File: src/rtl/irq_stat_pkg.sv
package irq_stat_pkg;
  localparam int NFLAG  = 8;
  localparam int ADDR_W = 2;
  localparam int B_RING  = 7;
  localparam int B_OVL   = 6;
  localparam int B_FRAME = 5;
  localparam int B_BILL  = 4;
  localparam int B_DROP  = 3;
  localparam int B_SAT   = 2;
  localparam int B_RSVD  = 1;
  localparam int B_POL   = 0;
  localparam logic [ADDR_W-1:0] A_STAT = 2'd0;
  localparam logic [ADDR_W-1:0] A_MASK = 2'd1;
  localparam logic [ADDR_W-1:0] A_CTRL = 2'd2;
  localparam int C_GIE  = 0;
  localparam int C_BOTH = 1;

  // Interrupt line level from flags, mask and global enable
  function automatic logic irq_level_n(input logic [NFLAG-1:0] fl,
                                       input logic [NFLAG-1:0] mk,
                                       input logic gie);
    return !(gie && (|(fl & mk)));
  endfunction
endpackage

File: src/rtl/irq_evt_detect.sv
module irq_evt_detect #(
  parameter int LCUR_W  = 5,
  parameter int LVOLT_W = 8
) (
  input  logic               clk,
  input  logic               rst_n,
  input  logic               ring_lvl,
  input  logic               ring_both,
  input  logic [LVOLT_W-1:0] lvolt,
  input  logic [LCUR_W-1:0]  lcur,
  output logic               ring_evt,
  output logic               pol_evt,
  output logic               sat_evt
);
  localparam int SIGN_B = LVOLT_W - 1;

  function automatic logic is_full(input logic [LCUR_W-1:0] v);
    return &v;
  endfunction

  // history registers; primed blocks events in the first cycle after reset
  logic primed, ring_q, sign_q;
  logic ring_rise, ring_fall;

  always_ff @(posedge clk or negedge rst_n) begin
    if (!rst_n) begin
      primed <= 1'b0;
      ring_q <= 1'b0;
      sign_q <= 1'b0;
    end else begin
      primed <= 1'b1;
      ring_q <= ring_lvl;
      sign_q <= lvolt[SIGN_B];
    end
  end

  assign ring_rise = primed &&  ring_lvl && !ring_q;
  assign ring_fall = primed && !ring_lvl &&  ring_q;
  assign ring_evt  = ring_rise || (ring_both && ring_fall);
  assign pol_evt   = primed && (lvolt[SIGN_B] != sign_q);
  assign sat_evt   = is_full(lcur);

  AST_RING_START_ONLY: assert property (@(posedge clk) disable iff (!rst_n)
    (!ring_both && ring_fall) |-> !ring_evt);
endmodule

File: src/rtl/irq_flags.sv
module irq_flags
  import irq_stat_pkg::*;
(
  input  logic             clk,
  input  logic             rst_n,
  input  logic [NFLAG-1:0] set_vec,
  input  logic [NFLAG-1:0] clr_vec,
  output logic [NFLAG-1:0] flags
);
  for (genvar i = 0; i < NFLAG; i++) begin : g_flag
    if (i == B_RSVD) begin : g_rsvd
      assign flags[i] = 1'b0;
    end else begin : g_live
      logic f_q;
      always_ff @(posedge clk or negedge rst_n) begin
        if (!rst_n)          f_q <= 1'b0;
        else if (set_vec[i]) f_q <= 1'b1;
        else if (clr_vec[i]) f_q <= 1'b0;
      end
      assign flags[i] = f_q;

      AST_FLAG_STICKY: assert property (@(posedge clk) disable iff (!rst_n)
        (flags[i] && !clr_vec[i]) |=> flags[i]);
      AST_SET_BEATS_CLEAR: assert property (@(posedge clk) disable iff (!rst_n)
        set_vec[i] |=> flags[i]);
    end
  end

  AST_RSVD_ZERO: assert property (@(posedge clk) disable iff (!rst_n)
    !flags[B_RSVD]);
endmodule

File: src/rtl/irq_stat_ctrl.sv
module irq_stat_ctrl
  import irq_stat_pkg::*;
#(
  parameter int LCUR_W  = 5,
  parameter int LVOLT_W = 8
) (
  input  logic               clk,
  input  logic               rst_n,
  input  logic               wr_en,
  input  logic [ADDR_W-1:0]  wr_addr,
  input  logic [NFLAG-1:0]   wr_data,
  input  logic [ADDR_W-1:0]  rd_addr,
  output logic [NFLAG-1:0]   rd_data,
  input  logic               ring_lvl,
  input  logic               rx_ovl,
  input  logic               frame_lock,
  input  logic               billing_tone,
  input  logic               supply_drop,
  input  logic [LCUR_W-1:0]  lcur,
  input  logic [LVOLT_W-1:0] lvolt,
  output logic               ovl_stat,
  output logic               irq_n
);
  logic [NFLAG-1:0] mask_q, ctrl_q, flags, set_vec, clr_vec;
  logic ring_evt, pol_evt, sat_evt;
  logic gie, ovl_q;

  irq_evt_detect #(.LCUR_W(LCUR_W), .LVOLT_W(LVOLT_W)) u_det (
    .clk(clk), .rst_n(rst_n), .ring_lvl(ring_lvl), .ring_both(ctrl_q[C_BOTH]),
    .lvolt(lvolt), .lcur(lcur),
    .ring_evt(ring_evt), .pol_evt(pol_evt), .sat_evt(sat_evt)
  );

  always_comb begin
    set_vec          = '0;
    set_vec[B_RING]  = ring_evt;
    set_vec[B_OVL]   = rx_ovl;
    set_vec[B_FRAME] = !frame_lock;
    set_vec[B_BILL]  = billing_tone;
    set_vec[B_DROP]  = supply_drop;
    set_vec[B_SAT]   = sat_evt;
    set_vec[B_POL]   = pol_evt;
  end

  assign clr_vec = (wr_en && wr_addr == A_STAT) ? ~wr_data : '0;

  irq_flags u_flags (
    .clk(clk), .rst_n(rst_n), .set_vec(set_vec), .clr_vec(clr_vec), .flags(flags)
  );

  always_ff @(posedge clk or negedge rst_n) begin
    if (!rst_n) begin
      mask_q <= '0;
      ctrl_q <= '0;
      ovl_q  <= 1'b0;
    end else begin
      if (wr_en && wr_addr == A_MASK) mask_q <= wr_data;
      if (wr_en && wr_addr == A_CTRL) ctrl_q <= wr_data & 8'h03;
      if (rx_ovl)              ovl_q <= 1'b1;
      else if (clr_vec[B_OVL]) ovl_q <= 1'b0;
    end
  end

  assign gie      = ctrl_q[C_GIE];
  assign ovl_stat = ovl_q;
  assign irq_n    = irq_level_n(flags, mask_q, gie);

  always_comb begin
    case (rd_addr)
      A_STAT:  rd_data = flags;
      A_MASK:  rd_data = mask_q;
      A_CTRL:  rd_data = ctrl_q;
      default: rd_data = '0;
    endcase
  end

  AST_GIE_OFF_QUIET: assert property (@(posedge clk) disable iff (!rst_n)
    !gie |-> irq_n);
  AST_NO_FLAGS_QUIET: assert property (@(posedge clk) disable iff (!rst_n)
    (flags == '0) |-> irq_n);
  AST_SAT_SETS: assert property (@(posedge clk) disable iff (!rst_n)
    (&lcur) |=> flags[B_SAT]);
  AST_OVL_LINKED_CLEAR: assert property (@(posedge clk) disable iff (!rst_n)
    (clr_vec[B_OVL] && !rx_ovl) |=> !ovl_stat);
endmodule

File: config.mk
export PLATFORM = sky130hd
export DESIGN_NAME = irq_stat_ctrl
export DESIGN_NICKNAME = d
export VERILOG_FILES = /design/src/rtl/irq_stat_pkg.sv /design/src/rtl/irq_evt_detect.sv /design/src/rtl/irq_flags.sv /design/src/rtl/irq_stat_ctrl.sv
export SDC_FILE = /design/constraint.sdc
export NUM_CORES = 1
export LEC_CHECK = 0
export ABC_AREA = 1
export BUFFER_PORTS_ARGS = -buffer_cell sky130_fd_sc_hd__buf_4
export CORE_UTILIZATION = 42
export DETAILED_ROUTE_END_ITERATION = 8
export PLACE_DENSITY_LB_ADDON = 0.12
export SYNTH_ARGS = -nofsm -noshare
export SYNTH_HDL_FRONTEND = slang
export SYNTH_SLANG_ARGS = --single-unit
File: constraint.sdc
create_clock -name clk -period 0.8 [get_ports clk]
set_input_delay 0.08 -clock clk [delete_from_list [all_inputs] [get_ports clk]]
set_output_delay 0.08 -clock clk [all_outputs]
set_load 0.03 [all_outputs]
After elaboration in Yosys (flattened, before gate mapping). Index checks and enable logic that the tools add are counted.

Eq/ne operators: 6. Muxes and demuxes: 16. Bitwise operators: 2. Reductions and logical operators: 24.

Operators by type and width (number): case mux 8 bit (3 select lines) (1); 2-to-1 mux 1 bit (14); nonzero test 2 bit (6); logical AND 1 bit (10); AND 8 bit (1); 2-to-1 mux 8 bit (1); inverter 8 bit (1); OR reduction 8 bit (1); AND reduction 5 bit (1); equality test 2 x 1 -> 1 bit (second input constant) (2); equality test 2 bit (second input constant) (2); logical NOT 2 bit (2); logical NOT 1 bit (3); != test 2 x 1 -> 1 bit (second input constant) (1); logical OR 1 bit (1); != test 1 bit (1).

Register bits: 20. Output and inout bits: 10. Word-level logic and storage cells: 60.

Logic depth before layout (Yosys ltp). Gate-level depths: netlist of the first run.

Word-level depth: 6. Depth in mapped cells: 6. Gate-level depth less buffers: 5.

Modules after synthesis. Synthesis of the first run repeated with hierarchy kept, for this count alone.

Cell total of the unflattened synthesis: 163. Area total of the unflattened synthesis: 1169.9 µm².

By module, submodules not included: irq_stat_ctrl (times used 1, cells an instance 104, area an instance 703.2 µm²); irq_flags (times used 1, cells an instance 44, area an instance 344.1 µm²); irq_evt_detect (times used 1, cells an instance 15, area an instance 122.6 µm²).

Least setup slack after synthesis of the first run. Ideal clock, no wire load.

Kind: register -> output. Start point: reg u_flags.g_flag[6].g_live.f_q. End point: out irq_n. Data arrival time: 0.980 ns. Data required time: 0.720 ns. Setup slack: -0.260 ns. Cell stages (with the launch flop): 6. Path buffers: 0. Cell sequence: dfrtp_1 > nand2_1 > inv_1 > nor2_1 > nand2_1 > nand2_1.

Word-level cells in the longest chain between the ends: 4.

Ends and longest elaborated chain: from (decl) (RTL line irq_flags.sv:14) `logic f_q;`; from (signal assigned) (RTL line irq_flags.sv:16) `if (!rst_n) f_q <= 1'b0;`; from (signal assigned) (RTL line irq_flags.sv:17) `else if (set_vec[i]) f_q <= 1'b1;`; from (signal assigned) (RTL line irq_flags.sv:18) `else if (clr_vec[i]) f_q <= 1'b0;`; AND 8 bit (RTL line irq_stat_pkg.sv:22) `return !(gie && (|(fl & mk)));`; OR reduction 8 bit (RTL line irq_stat_pkg.sv:22); logical AND 1 bit (RTL line irq_stat_pkg.sv:22); logical NOT 1 bit (RTL line irq_stat_pkg.sv:22); to (decl) (RTL line irq_stat_ctrl.sv:22) `output logic irq_n`.

Every way passes these cells.

Worst setup path after layout of the first run.
Start point: reg mask_q[2]. End point: out irq_n.

Word-level cells in the longest chain between the ends: 4.

Ends and longest elaborated chain: from (decl) (RTL line irq_stat_ctrl.sv:24) `logic [NFLAG-1:0] mask_q, ctrl_q, flags, set_vec, clr_vec;`; from (signal assigned) (RTL line irq_stat_ctrl.sv:57) `if (wr_en && wr_addr == A_MASK) mask_q <= wr_data;`; AND 8 bit (RTL line irq_stat_pkg.sv:22); OR reduction 8 bit (RTL line irq_stat_pkg.sv:22); logical AND 1 bit (RTL line irq_stat_pkg.sv:22); logical NOT 1 bit (RTL line irq_stat_pkg.sv:22).

Every way passes these cells.

==> run summary, run 1 <==
The flow ran to the end, but the final reports show violations. The checks that failed: setup timing. Summed over all cells, the static leakage comes to 0.962 nW. The worst-path cell with the longest stage delay is sky130_fd_sc_hd__dfrtp_1. In this run the horizontal extent of the chip is 51.2 um.

The post-route worst setup slack was -0.502 ns; the number of antenna violations at the first check in global routing was 0. CTS placed an instance of sky130_fd_sc_hd__clkbuf_4 at the clock tree root. The via count of the first global-routing pass came out at 1025. Subtracting the final worst setup slack from the clock period gives 1.30 ns. After synthesis, the largest area contributor takes up 49.3% of total cell area. Setup violations remaining at the end of the flow were counted as 11. The number of buffers inserted during clock tree synthesis is 3, and the final net count is 240.

In this run the remaining antenna-violating nets after routing total 0. After routing, the total negative slack on setup checks comes to -3.48 ns. The die covers 2620 um^2.

TritonCTS built the clock tree. The y dimension of the die is 51.2 um. Critical path start-end classification: reg -> out.

The post-layout utilization of the core was 78.5%; the layout-stage area growth over the synthesis result was 74.5%. At the end of routability-driven placement, the weighted congestion stood at 0.754. Largest fanout on the critical path: 2.

Worst setup slack for register-to-register paths: -0.06 ns. The total power divided by cell area is 1610 nW/um^2, and the clock insertion delay at the later pin of the skew report is 0.29 ns. Dividing the synthesized area by the synthesized cell count gives 7.57 um^2. The starting utilization of the core area is 45.0%. The most frequent cell on the critical path was sky130_fd_sc_hd__nand2_1. For the placed cell count, the log shows 217. The fraction of final layout cells sized beyond drive strength 1 was 48.5%; the required time at the worst-slack endpoint was 0.72 ns. Setup repair after global routing could not meet its margin everywhere. The total congestion overflow after global routing came out at 0.

For this run, the total global-route usage over all layers was measured as 22.2%. The total cell area at the placement stage was 1480 um^2; the residual DRC count was 0. Dividing the detail-routed wire length by the instance count gives 11.6 um.

Traced cell by cell, the critical path runs through nand2_1, nand2_1, nor2_2, nand2_2, nand2_4, buf_6. For the net count after synthesis, the log shows 167. The delay of the slowest cell on the worst path works out to 0.43 ns.

The worst-case IR drop observed on VDD is 0.00122 V. By area the synthesized netlist is led by sky130_fd_sc_hd__dfrtp_1 49%, sky130_fd_sc_hd__nand2_1 23%, sky130_fd_sc_hd__o21ai_2 6.9%. The distinct cell type count after synthesis is 13, and the total via count in the routed design is 1093. The HPWL after detailed placement is 1820 um. The design draws 2.84 mW. The largest clock skew in the final design is 0.000659 ns, and the number of antenna diodes is 0. In this run the tool buffered the top-level ports with 35 buffer cells. The most common cell after layout, fill and taps aside is sky130_fd_sc_hd__nand2_1.

Pin placement for this block handled 43 I/O pins. After routing the design area is 1770 um^2. Of the synthesized area, sequential elements account for 49.3%. Wires add up to 2710 um. The worst path uses 163% of the clock period. Number of DRC markers in iteration 0: 17.

The vias per cell was 4.67; the number of buffers on the longest clock path was 2. The wire length of the first global-routing pass was 4260 um. Summing every instance area after synthesis gives 1010 um^2.

The number of sinks driven by the clock tree is 20, and the number of max-slew violations in the final report is 0. STA classifies the critical path startpoint as a flip-flop. Leaving out fill and tap cells, the most frequent cells in the layout are 43 x sky130_fd_sc_hd__nand2_1, 41 x sky130_fd_sc_hd__buf_4, 19 x sky130_fd_sc_hd__dfrtp_1, 19 x sky130_fd_sc_hd__buf_6, 16 x sky130_fd_sc_hd__nand2_2.

After technology mapping, the gate count stands at 134. The iteration count of the initial detailed-routing pass is 4, and the reported max-cap violation count is 0. The maximum number of pins on one net before global-route repair came out at 21.

The total count of hold-check failures in the final report is 0. The cell taking the most area after synthesis was sky130_fd_sc_hd__dfrtp_1. The worst hold path belongs to the class in -> reg. The total area inside the core boundary comes to 2250 um^2. Static timing analysis puts the maximum clock frequency at 768 MHz. Number of synthesized register bits: 20. For this run, the number of Yosys warnings is 0. The tools report the level count of the clock H-tree as 1. The post-route non-filler standard cell count is 234. STA classifies the critical path endpoint as an output port. For the worst setup path, the data arrival time is 1.22 ns. The number of core rows came out at 17.

The clock-pin slew on the worst setup and hold paths works out to 0.11 ns.
-- repair_timing --
action,in CTS,in global routing
resized for setup,32,12
buffers inserted,4,2
pin swaps,15,12
endpoints found under the setup margin,11,13
endpoints found under the hold margin,27,0
hold buffers,9,0
-- kinds of logic after synthesis --
| kind of cell | after synthesis | share of synthesized area, % |
|---|---|---|
| AOI/OAI and AO/OA | 12 | 8.88 |
| buffers and inverters | 18 | 8.14 |
| DFF | 20 | 49.3 |
| other | 1 | 0.370 |
| and+or+nand+nor | 83 | 33.3 |
-- critical path: cells and delay by family (launching register included) --
kind	cells	cell delay (ns)
AND/OR/NAND/NOR	5	0.37
flip-flops	1	0.43
buffers and inverters	1	0.12
-- per-stage QoR --
step | hold WS [ns] | setup WS (ns)
2_1_floorplan | -0.216 | -0.122
3_3_place_gp | -0.0303 | -0.199
3_5_place_dp | -0.0218 | -0.206
4_1_cts | 0.0292 | -0.525
5_1_grt | 0.0393 | -0.592
6_report | 0.0398 | -0.502
-- power breakdown --
| group | total [mW] | switching [mW] | internal [mW] |
|---|---|---|---|
| Clock | 0.577 | 0.300 | 0.277 |
| Combinational | 1.06 | 0.510 | 0.554 |
| Sequential | 1.20 | 0.0769 | 1.13 |
-- flip-flops by register name, summed over array words and instances (netlist names) --
register,count
ctrl_q,2
u_flags.g_flag.g_live.f_q,7
u_det.ring_q,1
u_det.sign_q,1
mask_q,8
u_det.primed,1
-- per-layer routing --
layer	wire, um	share of wire [%]	up-vias	global-route usage, %
met5	0	0	-	0
met1	1220	45	511	27.3
met3	79	2.9	2	1.79
met4	12	0.44	0	6.94
met2	1400	52	27	40.6
li1	-	-	553	-
-- cell type report --
cell class | count | area [um^2]
Clock buffer | 4 | 36.3
Fill cell | 170 | 484
Inverter | 16 | 60.1
Multi-Input combinational cell | 96 | 505
Sequential cell | 20 | 502
Tap cell | 28 | 35.0
Timing Repair Buffer | 70 | 632
-- synthesized netlist by cell type --
| cell | instances |
|---|---|
| sky130_fd_sc_hd__nand2_1 | 61 |
| sky130_fd_sc_hd__nand3b_1 | 1 |
| sky130_fd_sc_hd__nor2_1 | 6 |
| sky130_fd_sc_hd__o21ai_2 | 8 |
| sky130_fd_sc_hd__o21ai_0 | 3 |
| sky130_fd_sc_hd__nand3_1 | 12 |
| sky130_fd_sc_hd__inv_1 | 16 |
| sky130_fd_sc_hd__nand2_2 | 1 |
| sky130_fd_sc_hd__a21oi_1 | 1 |
| sky130_fd_sc_hd__dfrtp_1 | 20 |
| sky130_fd_sc_hd__nor2_2 | 2 |
| sky130_fd_sc_hd__conb_1 | 1 |
| sky130_fd_sc_hd__buf_6 | 2 |
-- path summary, 6_finish.rpt --
check / start / endpoint / cells past startpoint
min reg2reg: mask_q[1]$_DFFE_PN0P_ / mask_q[1]$_DFFE_PN0P_ / 2
max reg2reg: ctrl_q[1]$_DFFE_PN0P_ / u_flags.g_flag[7].g_live.f_q$_DFFE_PN0P_ / 5
max in group asynchronous: rst_n / u_flags.g_flag[6].g_live.f_q$_DFFE_PN0P_ / 2
max: mask_q[2]$_DFFE_PN0P_ / irq_n / 6
min: wr_data[4] / mask_q[4]$_DFFE_PN0P_ / 3
min in group asynchronous: rst_n / mask_q[5]$_DFFE_PN0P_ / 2
Power figures use the tool's default switching activity.
==> run 2, diff against run 1 <==
--- a/config.mk
+++ b/config.mk
@@ -5,11 +5,11 @@
 export SDC_FILE = /design/constraint.sdc
 export NUM_CORES = 1
 export LEC_CHECK = 0
-export ABC_AREA = 1
 export BUFFER_PORTS_ARGS = -buffer_cell sky130_fd_sc_hd__buf_4
-export CORE_UTILIZATION = 42
+export CORE_UTILIZATION = 41
 export DETAILED_ROUTE_END_ITERATION = 8
 export PLACE_DENSITY_LB_ADDON = 0.12
+export REMOVE_ABC_BUFFERS = 1
 export SYNTH_ARGS = -nofsm -noshare
 export SYNTH_HDL_FRONTEND = slang
 export SYNTH_SLANG_ARGS = --single-unit
==> run summary, run 2 <==
In this run, the clock network consumes 27.2% of the power. Summing the sequential cell areas from Yosys gives 53.0% of the chip area. In the synthesized netlist the async set-or-reset flop fraction comes to 100%. In the final layout, flip-flops and latches occupy 500 um^2.

Post-route worst setup slack: -0.635 ns. For this configuration, the core starts out at a cell density of 43.1%. Setup slack on the worst reg-to-reg path comes out at -0.16 ns. In this run the cell area of the synthesized design comes to 945 um^2. The tools report the launch instance of the worst min-delay path as wr_data[3].

The worst path uses 179% of the clock period. Summed over all layers, the global routing overflow is 0. Counting flops per register, the top entry is mask_q.

The tools report the final hold slack as 0.0151 ns. The worst setup path is of the reg -> out kind. The number of sinks driven by the clock tree is 20. Wire length of the first global-routing pass: 3820 um. Count of filler cells inserted in the layout: 163. In this run, flip-flops and latches consume 41.4% of the power.

After floorplanning, the core was divided into 17 placement rows. The first detailed-routing pass ran for 4 iterations. The via count of the first global-routing pass is 844, and the mean instance size in the synthesized netlist is 11.8 um^2.

At the later pin of the worst-skew pair, clock insertion delay measures 0.30 ns. Synthesis instantiated 21 different standard cells from the library. The path class of the tightest hold or removal check is in -> reg. Timing would allow up to 697 MHz.

Across the VDD grid, the largest voltage drop is 0.00128 V. For this design the top-level I/O count stands at 43. In the post-synthesis netlist, the biggest area contributors are sky130_fd_sc_hd__dfrtp_1 53%, sky130_fd_sc_hd__mux2_2 13%, sky130_fd_sc_hd__mux2i_1 7.4%. Entering global routing, the biggest net connects 21 pins.

For this design the static power due to leakage is 0.763 nW. The final layout contains 176 nets. In this run, synthesis inferred 0 flip-flops with an integrated enable. The number of instances in the synthesized netlist is 80. For this run, design rule violations remaining after detail routing come to 0. The y dimension of the die came out at 50 um.

The congestion estimate from routability-driven global placement came to 0.699. Number of antenna violations at the first check in global routing: 0. The clock root buffer was sky130_fd_sc_hd__clkbuf_4. Wires add up to 2240 um. The run gives 17 as the final count of negative-setup-slack endpoints. The tools report the worst flop-to-flop path startpoint as ctrl_q[1]$_DFFE_PN0P_.

After clock tree synthesis, the clock-pin slew on the worst setup and hold paths is 0.11 ns. Sorting the synthesized cells by how often they occur yields 20 x sky130_fd_sc_hd__dfrtp_1, 11 x sky130_fd_sc_hd__mux2_2, 7 x sky130_fd_sc_hd__mux2i_1, 7 x sky130_fd_sc_hd__nand2_1, 7 x sky130_fd_sc_hd__o21ai_2. Core outline area: 2190 um^2. Using the TritonRoute via totals, the vias-per-cell ratio works out to 4.95. The Yosys step of the flow raised 0 warnings. The post-layout utilization of the core came out at 72.4%. Setup repair after global routing could not meet its margin everywhere. In the final layout, the share of cells above drive strength 1 is 53.5%. The largest registers in the layout are mask_q x8, u_flags.g_flag.g_live.f_q x7, ctrl_q x2. Across the run, the number of max-cap violations was 0. Dividing total power by cell area gives a power density of 1890 nW/um^2. The required time at the worst-slack endpoint was 0.72 ns; the total cell area at the placement stage was 1310 um^2. Measured along the x axis, the die boundary spans 50 um.

For the total count of hold-check failures in the final report, the log shows 0. The synthesized design contains 20 register bits. The repair_antennas step left the layout with diodes totalling 0. Of all cell types, the one taking the most synthesized area is sky130_fd_sc_hd__dfrtp_1. The half-perimeter wire length after detailed placement came out at 1560 um. The library cell used most frequently in the layout, excluding fill and tap cells, is sky130_fd_sc_hd__buf_4.

Predominant post-synthesis flop cell: sky130_fd_sc_hd__dfrtp_1. For the worst flop-to-flop path, the logic depth is 4. The worst hold path terminates at u_flags.g_flag[3].g_live.f_q$_DFFE_PN0P_. The routed wire length per instance was 13.1 um; the count of input and output buffers was 35. TritonCTS built the clock tree.

Final critical delay including setup and external delays: 1.43 ns. The run gives 2 as the number of buffers on the longest clock path. Between clock sinks in the finished design, the worst skew comes to 0.000795 ns.

The flow ran to the end, but the final reports show violations. The capture point of the worst reg-to-reg path was u_flags.g_flag[7].g_live.f_q$_DFFE_PN0P_. The internal cell power was 2.20 mW. The number of flip-flops under the largest register name came out at 8.

The run gives -0.334 ns as the worst slack at placement. In this run the remaining antenna-violating nets after routing total 0. The net switching power is 793 uW, and the number of max-slew violations in the final report is 0.

The number of buffers inserted during clock tree synthesis came out at 3. The largest fanout on the critical path is 2. The tools report the total negative slack as -5.06 ns.

Summing all non-filler instances in the final layout gives an area of 1590 um^2. The number of DRC markers in iteration 0 is 7. The total global routing track utilization is 20.7%, and the depth of the worst hold-timing path is 3.

At the worst endpoint, the arrival time is 1.35 ns. The share of the synthesized area in the top cell type was 53.0%. Layout-stage area growth over the synthesis result: 67.8%.

Die footprint: 2500 um^2. The library cells used most frequently in the layout, excluding fill and tap cells, are 35 x sky130_fd_sc_hd__buf_4, 20 x sky130_fd_sc_hd__dfrtp_1, 15 x sky130_fd_sc_hd__buf_6. Summing all multi-input logic gate instances after layout gives 462 um^2. The worst setup path is captured at an output port. The checks that failed: setup timing. The switching power share of the total is 26.5%. Among all cell types in the netlist, the one instantiated most often is sky130_fd_sc_hd__dfrtp_1.

STA classifies the critical path startpoint as a flip-flop. Combinational cells account for 31.4% of the total power. The tools report the level count of the clock H-tree as 1.

The detailed router placed 842 vias in this run.
==> run 2: changes by cell type after synthesis, sizes merged, moves of 3 or more <==
cell / before / now
inv: 16 / 1
mux2: 0 / 11
mux2i: 0 / 7
nand2: 62 / 7
nand2b: 0 / 3
nand3: 12 / 2
==> run 2: kinds of logic after synthesis <==
logic type	Yosys count	synth area share [%]
buf+inv	3	1.32
flops	20	53.0
compound gates	15	11.8
xor+xnor	1	0.927
other cells	1	0.397
simple gates	22	12.1
mux	18	20.5
==> run 2: worst max path at each step <==
| stage | from | to |
|---|---|---|
| final | u_flags.g_flag[2].g_live.f_q$_DFFE_PN0P_ | irq_n |
| after global routing | u_flags.g_flag[2].g_live.f_q$_DFFE_PN0P_ | irq_n |
| after CTS | mask_q[2]$_DFFE_PN0P_ | irq_n |
| after detailed placement | u_flags.g_flag[7].g_live.f_q$_DFFE_PN0P_ | irq_n |
| after global placement | u_flags.g_flag[7].g_live.f_q$_DFFE_PN0P_ | irq_n |
| after floorplan | u_flags.g_flag[0].g_live.f_q$_DFFE_PN0P_ | rd_data[0] |
==> run 2: final cells by class <==
cell class,count,area share [%]
clock buffer,3,1.42
clock inverter,1,1.89
inverter,1,0.237
multi-input combinational,57,29.1
sequential,20,31.6
tap,28,2.21
timing repair buffer,60,33.5
==> run 2: routing by layer <==
layer	part of all wire, %	up-vias	GRT usage, %
met1	44	408	27.6
met4	1.5	0	10.5
li1	-	407	-
met2	51	23	33.1
met3	3.4	4	1.85
met5	0	-	0
==> run 2: power by group through the flow <==
stage                     registers (mW)  clock network [mW]  logic [mW]
after CTS                           1.24               0.833       0.931
after global placement              1.24                   0       0.758
final                               1.24               0.813       0.939
after floorplan                     1.24                   0       0.382
after detailed placement            1.25                   0       0.765
after global routing                1.25               0.877        1.02
==> run 2: what timing repair did <==
item	CTS	global route
hold buffers	8	2
endpoints found under the setup margin	16	21
hold endpoints to repair	26	2
resized for setup	18	8
pin swaps	5	4
cloned	0	0
buffers inserted	3	4
==> run 2: metrics by stage <==
step | power [mW] | instances
2_1_floorplan | 1.62 | 78
3_3_place_gp | 2.00 | 151
3_5_place_dp | 2.02 | 151
4_1_cts | 3.00 | 166
5_1_grt | 3.15 | 170
6_report | 2.99 | 170
==> run 2: critical path, cell delays in order, from the launching register on <==
cell                       delay, ns
sky130_fd_sc_hd__dfrtp_1        0.40
sky130_fd_sc_hd__a222oi_1       0.33
sky130_fd_sc_hd__nand3_1        0.12
sky130_fd_sc_hd__nand2_1        0.09
sky130_fd_sc_hd__buf_6          0.13
